[src/rtl/wdog_pkg.sv]
package wdog_pkg;

  typedef enum logic {
    SRC_SYSDIV    = 1'b0,
    SRC_DEDICATED = 1'b1
  } wdog_src_e;

endpackage

[src/rtl/wdog_tick_src.sv]
module wdog_tick_src
  import wdog_pkg::*;
#(
  parameter int PRE_DIV = 4
) (
  input  logic      clk,
  input  logic      rst_n,
  input  logic      enable,
  input  wdog_src_e src,
  input  logic      pdown,
  input  logic      ext_tick,
  input  logic      restart,
  output logic      tick
);

  // The divided system clock advances only while running and not powered down.
  logic adv_sys;
  logic sys_tick;

  assign adv_sys = enable && (src == SRC_SYSDIV) && !pdown;

  generate
    if (PRE_DIV > 1) begin : g_prescale
      localparam int PRE_W = $clog2(PRE_DIV);
      localparam logic [PRE_W-1:0] PRE_LAST = PRE_W'(PRE_DIV - 1);

      logic [PRE_W-1:0] phase_q;

      always_ff @(posedge clk or negedge rst_n) begin
        if (!rst_n) begin
          phase_q <= '0;
        end else if (!enable || restart) begin
          phase_q <= '0;
        end else if (adv_sys) begin
          if (phase_q == PRE_LAST) phase_q <= '0;
          else                     phase_q <= phase_q + 1'b1;
        end
      end

      assign sys_tick = adv_sys && (phase_q == PRE_LAST);
    end else begin : g_direct
      assign sys_tick = adv_sys;
    end
  endgenerate

  always_comb begin
    unique case (src)
      SRC_SYSDIV:    tick = sys_tick;
      SRC_DEDICATED: tick = enable && ext_tick;
      default:       tick = 1'b0;
    endcase
  end

endmodule

[src/rtl/wdog_clear_pair.sv]
module wdog_clear_pair (
  input  logic clk,
  input  logic rst_n,
  input  logic enable,
  input  logic clr_a,
  input  logic clr_b,
  input  logic expire,
  output logic restart
);

  logic seen_a_q;
  logic seen_b_q;
  logic have_a;
  logic have_b;

  // A strobe counts in the cycle it arrives, so the order does not matter.
  assign have_a  = seen_a_q || clr_a;
  assign have_b  = seen_b_q || clr_b;
  assign restart = enable && have_a && have_b;

  always_ff @(posedge clk or negedge rst_n) begin
    if (!rst_n) begin
      seen_a_q <= 1'b0;
      seen_b_q <= 1'b0;
    end else if (!enable || restart || expire) begin
      seen_a_q <= 1'b0;
      seen_b_q <= 1'b0;
    end else begin
      seen_a_q <= have_a;
      seen_b_q <= have_b;
    end
  end

endmodule

[src/rtl/wdog_count.sv]
module wdog_count #(
  parameter int SEL_W = 3
) (
  input  logic             clk,
  input  logic             rst_n,
  input  logic             enable,
  input  logic             tick,
  input  logic             restart,
  input  logic [SEL_W-1:0] scale,
  output logic             expire
);

  localparam int CNT_W   = (1 << SEL_W) - 1;
  localparam int MAX_EXP = (1 << SEL_W) - 1;

  logic [CNT_W-1:0] cnt_q;
  logic [CNT_W-1:0] last_val;

  // Last count value before expiry: 2^scale - 1.
  always_comb begin
    last_val = '0;
    for (int k = 0; k <= MAX_EXP; k++) begin
      if (k < 32 && scale == SEL_W'(k)) last_val = CNT_W'((64'd1 << k) - 64'd1);
    end
  end

  // The compare uses >= so that a smaller scale written mid-run still ends the count.
  assign expire = enable && tick && !restart && (cnt_q >= last_val);

  always_ff @(posedge clk or negedge rst_n) begin
    if (!rst_n) begin
      cnt_q <= '0;
    end else if (!enable || restart || expire) begin
      cnt_q <= '0;
    end else if (tick) begin
      cnt_q <= cnt_q + 1'b1;
    end
  end

endmodule

[src/rtl/wdog_dual_clear.sv]
module wdog_dual_clear
  import wdog_pkg::*;
#(
  parameter int SEL_W   = 3,
  parameter int PRE_DIV = 4
) (
  input  logic             clk,
  input  logic             rst_n,
  input  logic             enable_i,
  input  logic             src_sel_i,
  input  logic             wdt_tick_i,
  input  logic [SEL_W-1:0] scale_i,
  input  logic             clr_a_i,
  input  logic             clr_b_i,
  input  logic             pdown_i,
  output logic             rst_req_o,
  output logic             wake_o
);

  wdog_src_e src;
  logic      tick;
  logic      restart;
  logic      expire;
  logic      rst_req_q;
  logic      wake_q;

  assign src = wdog_src_e'(src_sel_i);

  wdog_tick_src #(.PRE_DIV(PRE_DIV)) u_tick (
    .clk      (clk),
    .rst_n    (rst_n),
    .enable   (enable_i),
    .src      (src),
    .pdown    (pdown_i),
    .ext_tick (wdt_tick_i),
    .restart  (restart),
    .tick     (tick)
  );

  wdog_clear_pair u_clear (
    .clk     (clk),
    .rst_n   (rst_n),
    .enable  (enable_i),
    .clr_a   (clr_a_i),
    .clr_b   (clr_b_i),
    .expire  (expire),
    .restart (restart)
  );

  wdog_count #(.SEL_W(SEL_W)) u_count (
    .clk     (clk),
    .rst_n   (rst_n),
    .enable  (enable_i),
    .tick    (tick),
    .restart (restart),
    .scale   (scale_i),
    .expire  (expire)
  );

  // The request goes to reset while running and to wake-up while powered down.
  always_ff @(posedge clk or negedge rst_n) begin
    if (!rst_n) begin
      rst_req_q <= 1'b0;
      wake_q    <= 1'b0;
    end else begin
      rst_req_q <= expire && !pdown_i;
      wake_q    <= expire &&  pdown_i;
    end
  end

  assign rst_req_o = rst_req_q;
  assign wake_o    = wake_q;

endmodule

[config.mk]
export PLATFORM = sky130hd
export DESIGN_NAME = wdog_dual_clear
export DESIGN_NICKNAME = d
export VERILOG_FILES = /design/src/rtl/wdog_pkg.sv /design/src/rtl/wdog_tick_src.sv /design/src/rtl/wdog_clear_pair.sv /design/src/rtl/wdog_count.sv /design/src/rtl/wdog_dual_clear.sv
export SDC_FILE = /design/constraint.sdc
export NUM_CORES = 1
export LEC_CHECK = 0
export ABC_AREA = 1
export BUFFER_PORTS_ARGS = -buffer_cell sky130_fd_sc_hd__buf_2
export CORE_AREA = 2 2 46 48
export DETAILED_ROUTE_END_ITERATION = 16
export DIE_AREA = 0 0 48 50
export HOLD_SLACK_MARGIN = 0.05
export PLACE_DENSITY = 0.69
export SLEW_MARGIN = 20
export SYNTH_ARGS = -nofsm -noshare
export SYNTH_HDL_FRONTEND = slang
export SYNTH_SLANG_ARGS = --single-unit
[constraint.sdc]
create_clock -name clk -period 1.5 [get_ports clk]
set_clock_uncertainty 0.15 [all_clocks]
set_input_delay 0.3 -clock clk [delete_from_list [all_inputs] [get_ports clk]]
set_output_delay 0.3 -clock clk [all_outputs]
set_load 0.1 [all_outputs]
Word-level counts from Yosys, hierarchy flattened:

Index checks and enable logic that the tools add are counted.

* word-level logic and storage cells: 53
* bits of input ports: 11
* register bits: 13

* $lt $le $gt $ge: 1
* multiplexer cells: 15
* bitwise operators: 1
* equality and inequality tests: 8
* reduce and logical (&&, ||, !) cells: 20
* add/subtract/negate cells: 2

Operators with widths (count)
* two-way mux 7 bit: 8
* == test 3 bit (second input constant): 4
* logical AND 1 bit: 11
* adder 7 x 1 -> 7 bit (second input constant): 1
* >= comparator 7 bit: 1
* == test 3 x 2 -> 1 bit (second input constant): 2
* two-way mux 2 bit: 3
* logical OR 1 bit: 4
* nonzero test 2 bit: 2
* == test 3 x 1 -> 1 bit (second input constant): 1
* zero test 1 bit: 3
* two-way mux 1 bit: 3
* adder 2 x 1 -> 2 bit (second input constant): 1
* == test 2 bit (second input constant): 1
* case mux 1 bit (2 select lines): 1
* inverter 1 bit: 1

Depth between registers and ports, before layout:

* depth after elaboration: 12
* gate-level depth with buffers: 11
* depth with buffers taken out: 11

Modules after synthesis:

From an unflattened synthesis, not the netlist that was laid out.

* cells, all modules: 142
* area, all modules: 970.9 um2

Modules (own cells, without submodules)
* wdog_count: cells each 95, times used 1, area an instance 630.6 um2
* wdog_tick_src: cells each 24, times used 1, area an instance 158.9 um2
* wdog_clear_pair: cells each 17, times used 1, area an instance 113.9 um2
* wdog_dual_clear: cells each 6, times used 1, area an instance 67.6 um2

Least setup slack after synthesis:

Ideal clock, no wire load.

* path type: reg2reg
* start point: reg u_count.cnt_q[2]
* end point: reg u_clear.seen_a_q
* data required time: 1279 ps
* stages on the path, launching flop included: 9
* setup slack: 2 ps
* buffers on the path: 0
* clock period less this slack: 1498 ps
* arrival: 1276 ps
* path through: dfrtp_1 ha_1 a21oi_1 nand2_1 nand2_1 nand3_1 nand2_2 nand2_4 nor2_1

* cells in the longest elaborated chain, start to end: 4

RTL lines
* start: declaration: RTL line wdog_count.sv:16 `logic [CNT_W-1:0] cnt_q;`
* start signal: assignment: RTL line wdog_count.sv:36 `cnt_q <= cnt_q + 1'b1;`
* >= comparator 7 bit: RTL line wdog_count.sv:28 `assign expire = enable && tick && !restart && (cnt_q >= last_val);`
* logical AND 1 bit: RTL line wdog_count.sv:28
* logical OR 1 bit: RTL line wdog_clear_pair.sv:25 `end else if (!enable || restart || expire) begin`
* two-way mux 1 bit: RTL line wdog_clear_pair.sv:25
* end signal: assignment: RTL line wdog_clear_pair.sv:29 `seen_a_q <= have_a;`
* end: declaration: RTL line wdog_clear_pair.sv:11 `logic seen_a_q;`

Every way passes these cells.
A chain may end at the register's enable or synchronous reset.

Worst setup path after layout:

* start point: reg u_count.cnt_q[6]
* end point: reg u_clear.seen_a_q

The elaborated chain is that of the path after synthesis.

==> results.toml <==
[outcome]
status = "finished with violations"
violations = "negative setup slack"

[setup_path]
crit_top_cell = "nand2_4"
cp.arrival_ps = 1610
path_cells = "ha_4, nand2_4, inv_1, a21oi_2, nand3_2, nand2_4, nand2_8, nor2_1"
r2r_end = "u_clear.seen_a_q"
reg2reg_from = "u_count.cnt_q[6]"
reg2reg_depth = 8
critical_path.slowest_cell = "dfrtp_1"
end_kind = "flop"
cp.required_ps = 1550
cp_max_fo = 7
setup.worst_path.start_class = "flop"
critPathKind = "flop to flop"
r2r_slack_ps = -50
max_stage_delay_ps = 430

[drt]
first_iter_violations = 4
drc = 0
final_antenna_net_count = 0
wire_per_inst_um = 11.0
drtPass1Iterations = 4
via_count = 833
drt_wl_total_mm = 1.95
vias_per_cell = 4.71

[final_layout]
diodes = 0
final_common_cell = "nand2_1"
post_route_cells_drive_above_1_share = 0.387
area_delta_synth_final_pct = 41.1
layout.nets = 171
layout_common_cells = "28 x nand2_1, 18 x inv_1, 13 x nand3_1, 13 x dfrtp_1, 11 x buf_2"

[yosys]
synth_xor_xnor_area_share = 0.00968
synth-compound-area-share = 0.0567
seq_area_frac_synth = 0.360
synthCells = 122
synth_top_family_by_area = "simple AND/OR/NAND/NOR gates"
synth_nets = 142
synth.mux.area_fraction = 0
yosysUniqueCellTypes = 17
synth_area_sq_um = 905
synth-seq-cells = 13
synth.avg_cell_area_sq_um = 7.41
synthSimpleGateAreaFrac = 0.371
synth_fa_ha_area_frac = 0.124
yosys_warnings = 0

[die]
start_util = 0.476
die_w_um = 48
dieHeight_um = 50
die_area_sq_um = 2400
core_area_sq_um = 1900
io_pins = 13
placementRows = 16

[cts]
clk_path_buf_depth = 2
root_buffer = "clkbuf_4"
cts_buffers = 3
cts.sinks = 13
h-tree-depth = 1
clk_pin_slew_worst_paths_ps = 70
insertion_delay_ps = 270
cts_tree = "built"

[sta]
setup_viol_count_final = 7
whs_ps = 130
rsz0062_at_grt = "true"
timing.final.crit_share = 1.04
timing.fmax_mhz = 643
finalHoldViolations = 0
slew_headroom = 0.675
finalCriticalPeriod_ps = 1550
finalWorstSetupSlack_ps = -54.7
drv_slew = 0
worstMarginPinSlew_ps = 491

[global_route]
track_usage = 0.183
antenna_found_initial = 0
grt_pass1_vias = 841
grt_max_degree = 14
grt.overflow.total = 0
grt_first_pass_wirelength_mm = 3.17

[place]
io_buffers = 12
place_ws_ps = -284
globalplace.congestion = 0.754
place_hpwl_mm = 1.51

[pwr]
leakage_nw = 0.672
powerDensity_nw_per_um2 = 542
ir_drop_v = 0.000595

[min_path]
min_from = "clr_b_i"
hold_class = "input pin to flop"
min_to = "u_clear.seen_b_q"
hold_depth = 3

[run]
drv_cap = 0
[synth_stat cells]
| cell | instances | area, sq um |
|---|---|---|
| nand2_1 | 32 | 120 |
| inv_1 | 19 | 71.3 |
| nor2_1 | 16 | 60.1 |
| nand3_1 | 14 | 70.1 |
| dfrtp_1 | 13 | 325 |
| ha_1 | 9 | 113 |
| a21oi_1 | 4 | 20.0 |
| nand2_4 | 3 | 33.8 |
| nand2_2 | 2 | 12.5 |
| nor3_1 | 2 | 10.0 |
| o21ai_0 | 2 | 10.0 |
| a21oi_4 | 1 | 16.3 |
| nand3_2 | 1 | 10.0 |
| nand3b_1 | 1 | 7.51 |
| nor2_4 | 1 | 11.3 |
| o21ai_1 | 1 | 5.00 |
| xnor2_1 | 1 | 8.76 |
[logic make-up after synthesis]
family                     Yosys count
xor gates and xnor gates             1
DFF                                 13
and+or+nand+nor                     72
adders and majority gates            9
buffers and inverters               19
AOI/OAI and AO/OA                    8
[sequential cells by signal (all words and copies together), names as in the netlist]
register and flops:
u_clear.seen_a_q 1, u_count.cnt_q 7, u_clear.seen_b_q 1, rst_req_o 1, wake_o 1, u_tick.g_prescale.phase_q 2
[worst max-delay path: cells and delay by family (launching register included)]
family	cells	cell delay, ps
and+or+nand+nor	5	450
adders and majority gates	1	270
AOI/OAI and AO/OA	1	130
buffers and inverters	1	60
DFF	1	430
[repair_timing]
| item | 4_1_cts | 5_1_grt |
|---|---|---|
| cloned | 0 | 0 |
| gates resized for setup | 3 | 28 |
| endpoints found under the setup margin | 11 | 12 |
| pin swaps | 7 | 10 |
| setup buffers | 1 | 1 |
| endpoints found under the hold margin | 14 | 0 |
| hold buffers | 2 | 0 |
[worst max-delay path by stage]
| stage | end | slack, ps | start |
|---|---|---|---|
| final | u_clear.seen_a_q | -50 | u_count.cnt_q[6] |
| after global routing | u_clear.seen_b_q | -130 | u_count.cnt_q[6] |
| after CTS | u_clear.seen_b_q | -110 | u_count.cnt_q[6] |
| after detailed placement | u_count.cnt_q[2] | -280 | scale_i[0] |
| after global placement | u_clear.seen_b_q | -230 | scale_i[2] |
| after floorplan | u_clear.seen_a_q | 2 | u_count.cnt_q[2] |
[layout make-up]
class                   instances  area [sq um]
clock buffers                   4          26.3
fillers                       166           626
repair buffers                 24           158
well taps                      27          33.8
inverters                      19          71.3
multi-input cells              90           662
flip-flops and latches         13           325
[power by group]
| part | switching (mW) | internal, mW | total (mW) |
|---|---|---|---|
| registers | 0.00333 | 0.356 | 0.359 |
| logic | 0.0746 | 0.0490 | 0.124 |
| clock network | 0.106 | 0.103 | 0.209 |
| total | 0.184 | 0.508 | 0.692 |
[per-stage QoR]
step	utilization	total power, mW	area, sq um	TNS [ps]	instances
4_1_cts	0.594	0.679	1130	-730	176
2_1_floorplan	-	0.418	905	0	122
3_5_place_dp	0.557	0.459	1060	-2710	169
6_report	0.671	0.692	1280	-284	177
3_3_place_gp	0.557	0.454	1060	-2140	169
5_1_grt	0.671	0.731	1280	-1040	177
[layer usage]
layer  vias to the layer above  part of all wire  GRT usage
met3                         2             0.018     0.0110
met1                       378              0.44      0.208
met5                         -                 0          0
met4                         0            0.0051     0.0676
li1                        441                 -          -
met2                        12              0.53      0.333
Note: power is estimated with default switching activity, not from simulation.
